## config.mk

```make
export PLATFORM = sky130hd
export DESIGN_NAME = dualwidth_rom_if
export DESIGN_NICKNAME = d
export VERILOG_FILES = /design/src/rtl/eprom_rd_pkg.sv /design/src/rtl/rd_timing_ctrl.sv /design/src/rtl/rd_array_path.sv /design/src/rtl/dualwidth_rom_if.sv
export SDC_FILE = /design/constraint.sdc
export NUM_CORES = 1
export LEC_CHECK = 0
export ABC_AREA = 1
export BUFFER_PORTS_ARGS = -buffer_cell sky130_fd_sc_hd__buf_2
export CORE_ASPECT_RATIO = 1.2
export CORE_MARGIN = 1
export CORE_UTILIZATION = 35
export CTS_BUF_LIST = sky130_fd_sc_hd__clkbuf_4 sky130_fd_sc_hd__clkbuf_8
export DETAILED_ROUTE_END_ITERATION = 6
export SLEW_MARGIN = 20
export SYNTH_ARGS = -nofsm -noshare
export SYNTH_HDL_FRONTEND = slang
export SYNTH_HIERARCHICAL = 1
export SYNTH_SLANG_ARGS = --single-unit
```

## constraint.sdc

```tcl
create_clock -name clk -period 2.23 [get_ports clk]
set_input_delay 0 -clock clk [delete_from_list [all_inputs] [get_ports clk]]
set_output_delay 0 -clock clk [all_outputs]
set_load 0.005 [all_outputs]
```

## src/rtl/eprom_rd_pkg.sv

```systemverilog
package eprom_rd_pkg;

  typedef struct packed {
    logic busOn;   // both enables were low at the last edge
    logic dataOk;  // access and gate delays have elapsed
  } rd_strobe_t;

  localparam logic [7:0] MAKER_CODE = 8'h20;
  localparam logic [7:0] PART_CODE  = 8'hB1;

  function automatic int unsigned cyclesFor(int unsigned delayNs, int unsigned clkNs);
    return (delayNs + clkNs - 1) / clkNs;
  endfunction

endpackage

```

## src/rtl/rd_timing_ctrl.sv

```systemverilog
module rd_timing_ctrl
  import eprom_rd_pkg::*;
#(
  parameter int unsigned ADDR_W = 20,
  parameter int unsigned CLK_NS = 20,
  parameter int unsigned ACC_NS = 100,
  parameter int unsigned OE_NS  = 50
) (
  input  logic              clk,
  input  logic              rstN,
  input  logic [ADDR_W-1:0] addr,
  input  logic              hiSel,
  input  logic              wideSel,
  input  logic              idDetect,
  input  logic              ceN,
  input  logic              oeN,
  output rd_strobe_t        strobe
);

  localparam int unsigned ACC_CYC = cyclesFor(ACC_NS, CLK_NS);
  localparam int unsigned OE_CYC  = cyclesFor(OE_NS, CLK_NS);
  localparam int unsigned ACC_W   = (ACC_CYC < 2) ? 1 : $clog2(ACC_CYC + 1);
  localparam int unsigned OE_W    = (OE_CYC < 2) ? 1 : $clog2(OE_CYC + 1);
  localparam int unsigned KEY_W   = ADDR_W + 3;
  localparam logic [ACC_W-1:0] ACC_MAX = ACC_W'(ACC_CYC);
  localparam logic [OE_W-1:0]  OE_MAX  = OE_W'(OE_CYC);

  logic [KEY_W-1:0] keyNow, keyReg;
  logic             ceReg, oeReg;
  logic [ACC_W-1:0] accCnt;
  logic [OE_W-1:0]  oeCnt;
  logic             keyChanged;

  assign keyNow     = {addr, hiSel, wideSel, idDetect};
  assign keyChanged = (keyNow != keyReg);

  always_ff @(posedge clk) begin
    if (!rstN) begin
      keyReg <= '0;
      ceReg  <= 1'b1;
      oeReg  <= 1'b1;
      accCnt <= '0;
      oeCnt  <= '0;
    end else begin
      keyReg <= keyNow;
      ceReg  <= ceN;
      oeReg  <= oeN;

      if (ceN)                      accCnt <= '0;
      else if (keyChanged || ceReg) accCnt <= ACC_W'(1);
      else if (accCnt != ACC_MAX)   accCnt <= accCnt + ACC_W'(1);

      if (oeN)                      oeCnt <= '0;
      else if (oeReg)               oeCnt <= OE_W'(1);
      else if (oeCnt != OE_MAX)     oeCnt <= oeCnt + OE_W'(1);
    end
  end

  always_comb begin
    strobe.busOn  = !ceReg && !oeReg;
    strobe.dataOk = !ceReg && !oeReg && (accCnt == ACC_MAX) && (oeCnt == OE_MAX);
  end

  // a sampled change while selected invalidates the next cycle
  assert_restart_on_change_R7: assert property (@(posedge clk) disable iff (!rstN)
    (!ceN && keyChanged) |=> !strobe.dataOk);

  // the output gate falling starts a fresh gate delay
  assert_gate_delay_R8: assert property (@(posedge clk) disable iff (!rstN)
    (!oeN && oeReg) |=> !strobe.dataOk);

  // standby releases the bus on the following cycle
  assert_standby_release_R5: assert property (@(posedge clk) disable iff (!rstN)
    ceN |=> (!strobe.busOn && !strobe.dataOk));

endmodule

```

## src/rtl/rd_array_path.sv

```systemverilog
module rd_array_path
  import eprom_rd_pkg::*;
#(
  parameter int unsigned ADDR_W     = 20,
  parameter int unsigned PROG_WORDS = 4096
) (
  input  logic              clk,
  input  logic              rstN,
  input  logic [ADDR_W-1:0] addr,
  input  logic              hiSel,
  input  logic              wideSel,
  input  logic              idDetect,
  input  rd_strobe_t        strobe,
  output logic [15:0]       dataOut,
  output logic [15:0]       dataDrive,
  output logic              dataValid
);

  localparam logic [15:0] WORD_MASK = 16'hFFFF;
  localparam logic [15:0] BYTE_MASK = 16'h00FF;
  localparam logic [15:0] ERASED    = 16'hFFFF;

  logic [ADDR_W-1:0] addrReg;
  logic              hiReg, wideReg, idReg;
  logic [15:0]       baseWord;
  logic [7:0]        idByte, pickByte;

  function automatic logic [15:0] imageWord(logic [ADDR_W-1:0] a);
    logic [15:0] low16;
    low16 = 16'(a);
    if (32'(a) < PROG_WORDS) return {low16[15:8] ^ 8'hC3, low16[7:0]};
    else                     return ERASED;
  endfunction

  always_ff @(posedge clk) begin
    if (!rstN) begin
      addrReg <= '0;
      hiReg   <= 1'b0;
      wideReg <= 1'b1;
      idReg   <= 1'b0;
    end else begin
      addrReg <= addr;
      hiReg   <= hiSel;
      wideReg <= wideSel;
      idReg   <= idDetect;
    end
  end

  always_comb begin
    idByte   = addrReg[0] ? PART_CODE : MAKER_CODE;
    baseWord = idReg ? {idByte, idByte} : imageWord(addrReg);
    pickByte = hiReg ? baseWord[15:8] : baseWord[7:0];
    dataDrive = strobe.busOn ? (wideReg ? WORD_MASK : BYTE_MASK) : '0;
    if (!strobe.dataOk)  dataOut = '0;
    else if (wideReg)    dataOut = baseWord;
    else                 dataOut = {8'h00, pickByte};
    dataValid = strobe.dataOk;
  end

  // identifier reads at even address show the maker code
  assert_maker_code_R6: assert property (@(posedge clk) disable iff (!rstN)
    (dataValid && idReg && !addrReg[0]) |-> (dataOut[7:0] == MAKER_CODE));

endmodule

```

## src/rtl/dualwidth_rom_if.sv

```systemverilog
module dualwidth_rom_if
  import eprom_rd_pkg::*;
#(
  parameter int unsigned ADDR_W     = 20,
  parameter int unsigned PROG_WORDS = 4096,
  parameter int unsigned CLK_NS     = 20,
  parameter int unsigned ACC_NS     = 100,
  parameter int unsigned OE_NS      = 50
) (
  input  logic              clk,
  input  logic              rstN,
  input  logic [ADDR_W-1:0] addr,
  input  logic              hiSel,
  input  logic              wideSel,
  input  logic              idDetect,
  input  logic              ceN,
  input  logic              oeN,
  output logic [15:0]       dataOut,
  output logic [15:0]       dataDrive,
  output logic              dataValid
);

  rd_strobe_t strobe;

  rd_timing_ctrl #(
    .ADDR_W(ADDR_W), .CLK_NS(CLK_NS), .ACC_NS(ACC_NS), .OE_NS(OE_NS)
  ) ctrl_i (
    .clk(clk), .rstN(rstN), .addr(addr), .hiSel(hiSel), .wideSel(wideSel),
    .idDetect(idDetect), .ceN(ceN), .oeN(oeN), .strobe(strobe)
  );

  rd_array_path #(
    .ADDR_W(ADDR_W), .PROG_WORDS(PROG_WORDS)
  ) path_i (
    .clk(clk), .rstN(rstN), .addr(addr), .hiSel(hiSel), .wideSel(wideSel),
    .idDetect(idDetect), .strobe(strobe), .dataOut(dataOut),
    .dataDrive(dataDrive), .dataValid(dataValid)
  );

  // valid data only follows an edge where both enables were low
  assert_valid_needs_enables_R4: assert property (@(posedge clk) disable iff (!rstN)
    dataValid |-> ($past(!ceN) && $past(!oeN)));

  // chip select high at an edge leaves the bus undriven afterwards
  assert_release_after_ce_R9: assert property (@(posedge clk) disable iff (!rstN)
    $past(ceN) |-> (dataDrive == 16'h0000));

  // byte mode never drives the upper data lines
  assert_byte_upper_quiet_R3: assert property (@(posedge clk) disable iff (!rstN)
    !wideSel |=> (dataDrive[15:8] == 8'h00));

endmodule

```

==> metrics.md <==
| Metric | Value |
|---|---|
| Outcome | completed |
| Worst IR Drop VDD | 0.0004450 V |
| Fin. max-slew vios | 0 |
| Share of cells above drive strength 1 | 0.1816 |
| Startpoint Class | flip-flop |
| Leak | 1.985 nW |
| Via count of the first global-routing pass | 1982 |
| Netlist cell types | 25 |
| Diodes inserted | 0 |
| Final TNS setup | 0 ns |
| DRC | 0 |
| Overflow after GRT | 0 |
| Maxcap violations | 0 |
| Detail Route Antenna Nets | 0 |
| Family with the most delay on the worst path | simple AND/OR/NAND/NOR gates |
| CTS tree | done |
| Via count of the routed design | approximately 2200 |
| Worst slew margin | 0.5819 |
| R2r worst-path depth | 8 |
| Post-synth top cells | nand2_1 (127), inv_1 (104), dfxtp_1 (53), nor2_1 (35), buf_4 (16) |
| Met3 Use GR | 0.02705 |
| RePlAce Congestion | slightly below 0.8 |
| Nets@finish | about 490 |
| Flop-to-flop setup slack | 1.04 ns |
| Area leader, netlist | dfxtp_1 |
| Final worst-path setup slack | 0.2808 ns |
| Fillers | between 700 and 800 |
| Sequential cell area | about 0.0011 mm² |
| Cell count after synthesis | 385 |
| Worst-Margin Slew | between 0.6 and 0.7 ns |
| Post-synth EDFFs | 0 |
| Core Util, Final | 0.4558 |
| Post-synth top area share | 0.4229 |
| Final hold viol count | 0 |
| Max stage delay cell, worst path | nor2_1 |
| Total CTS buffers | 5 |
| Clk_skew | 0.008631 ns |
| Hold Crit Class | in2reg |
| Syn nets | about 420 |
| Syn-to-layout area delta | 25.29% |
| Worst-skew pair later-pin latency | approximately 0.3 ns |
| Mapped cell area | 0.002509 mm² |
| Std-Cell Rows | 33 |
| CTS clk-pin slew, worst paths | about 0.10 ns |
| Reg-to-reg endpoint | ctrl_i/accCnt[0] |
| Die height | between 90 and 100 µm |
| Most Frequent Cell on Critical Path | nor2_1 |
| RSZ-0062 raised after global routing | no |
| Synth warn | 6 |
| Critical Path Sink | dataOut[11] |
| Initial antenna violation count | 0 |
| HPWL after DPL | between 3000 and 4000 µm |
| CP peak stage delay | ~0.38 ns |
| Worst-path cell chain | nor2_1 > nand2_1 > nor2_1 > buf_4 > nand2_1 > nor2_1 > inv_1 > a21oi_1 > buf_2 |
| Final setup viols | 0 |
| Register area share after synthesis | 0.4229 |
| Tmin final | around 1.9 ns |
| Pre-antenna DRT Iters | 5 |
| Main synth FF type | dfxtp_1 |
| Core area | 0.006895 mm² |
| Pre-CTS setup slack | between 0.5 and 0.6 ns |
| DR WL/cell | between 8 and 9 µm |
| Post_cts resized | 0 |
| Footprint of the multi-input gates | 908.4 µm² |
| Root Buffer | clkbuf_8 |
| Crit. End Element | output port |
| Reg2reg start | ctrl_i/ceReg |
| Htree depth | 2 |
| Full die area | 0.007511 mm² |
| P per Cell Area | between 600 and 700 mW/mm² |
| Post-Route WL | between 4000 and 5000 µm |
| Largest cells by area after synthesis | dfxtp_1 (42%), nand2_1 (19%), inv_1 (16%) |
| Busiest grt layer | met2 |
| Critical path depth in cells | 9 |
| Clk sinks | 53 |
| Largest net degree at the start of global routing | 28 |
| Clock Tree Buf Depth | 2 |
| Buffers on Ports | around 60 |
| Initial core utilization | 0.3638 |
| GRT met1 Usage | 0.1589 |
| # IOs | 60 |
| Syn Area/Cell | 6.516 µm² |
| First-pass GRT wire length | 8162 µm |
| Cell with the most instances after synthesis | nand2_1 |
| GRT Util Overall | 0.1394 |
| Iter 0 DRT Violations | 62 |
| Grt met2 use | 0.2536 |
| Vias per cell | 4.000 |
| Worst Path Required | 2.23 ns |
| Maximum clock rate | slightly above 500 MHz |
| Post CTS Setup Buffer Count | 0 |
| Crit path launch | ctrl_i/ceReg |
| Buffers & Inverters on Critical Path | 3 |
| Synth Register Bits | 53 |
| Setup Crit Path Kind | reg2out |
| Final Cycle Share | 0.8741 |
| Critical Path AT | between 1.5 and 2 ns |
| Post-synth ARST share | 0 |
| Die Wd | 79.29 µm |
| Crit Path Max Fanout | 10 |
[logic make-up (layout without fill, tap and decap cells)]
logic type	count (synthesis)	count (layout)	synth area share
AOI/OAI and AO/OA	19	19	0.03790
and+or+nand+nor	179	179	0.2948
adders and majority gates	3	3	0.01496
xor gates and xnor gates	3	3	0.01048
buffers and inverters	127	199	0.2150
muxes	1	1	0.003990
DFF	53	53	0.4229
[worst min-delay path by stage]
stage	startpoint	end	slack (ns)	cells past startpoint
6_report	ceN	ctrl_i/ceReg	0.009	2
5_1_grt	ceN	ctrl_i/ceReg	0.03	2
4_1_cts	ceN	ctrl_i/ceReg	0.01	2
3_5_place_dp	addr[11]	ctrl_i/keyReg[14]	0.23	3
3_3_place_gp	addr[13]	ctrl_i/keyReg[16]	0.22	3
2_1_floorplan	wideSel	path_i/wideReg	0.08	2
[layout by cell type, fill, tap and decap left out, drive strengths merged, types with 4 or more instances in the layout]
| master | n |
|---|---|
| a21oi | 9 |
| buf | 61 |
| clkbuf | 5 |
| dfxtp | 53 |
| dlygate4sd3 | 24 |
| inv | 105 |
| nand2 | 130 |
| nor2 | 41 |
| nor3 | 4 |
| o21ai | 10 |
[timing repair]
action,CTS,global route
endpoints found under the hold margin,49,0
setup endpoints to repair,0,0
hold buffers,24,0
[state kept, by name (all words and copies together), names as in the netlist]
signal          flops
ctrl_i/keyReg      23
ctrl_i/accCnt       3
path_i/hiReg        1
path_i/idReg        1
ctrl_i/oeReg        1
path_i/wideReg      1
ctrl_i/oeCnt        2
path_i/addrReg     20
ctrl_i/ceReg        1
[metal layers]
metal	vias to the layer above	share of wire
li1	1209	-
met3	6	0.033
met5	-	0
met4	0	0.017
met2	43	0.49
met1	918	0.46
[final cells by class]
type	instances	area share
sequential	53	0.3376
timing repair buffer	85	0.1752
multi-input combinational	205	0.2890
tap	87	0.03463
clock buffer	5	0.02189
clock inverter	3	0.01473
inverter	106	0.1270
[metrics by stage]
step	hold WS, ns	instance area, µm²	power [mW]	instances
after global routing	0.02787	3143	1.993	544
after detailed placement	0.2295	2788	1.240	512
after floorplan	0.08482	2509	1.171	385
after global placement	0.2233	2788	1.235	512
after CTS	0.01121	3143	1.921	544
final	0.008835	3143	1.894	544
[report_power, final]
| part | internal (mW) | switching [mW] | total, mW |
|---|---|---|---|
| combinational | 0.104 | 0.128 | 0.231 |
| clock | 0.336 | 0.311 | 0.647 |
| sequential | 0.995 | 0.0209 | 1.02 |
No activity file was read; power rests on OpenSTA's default activity.
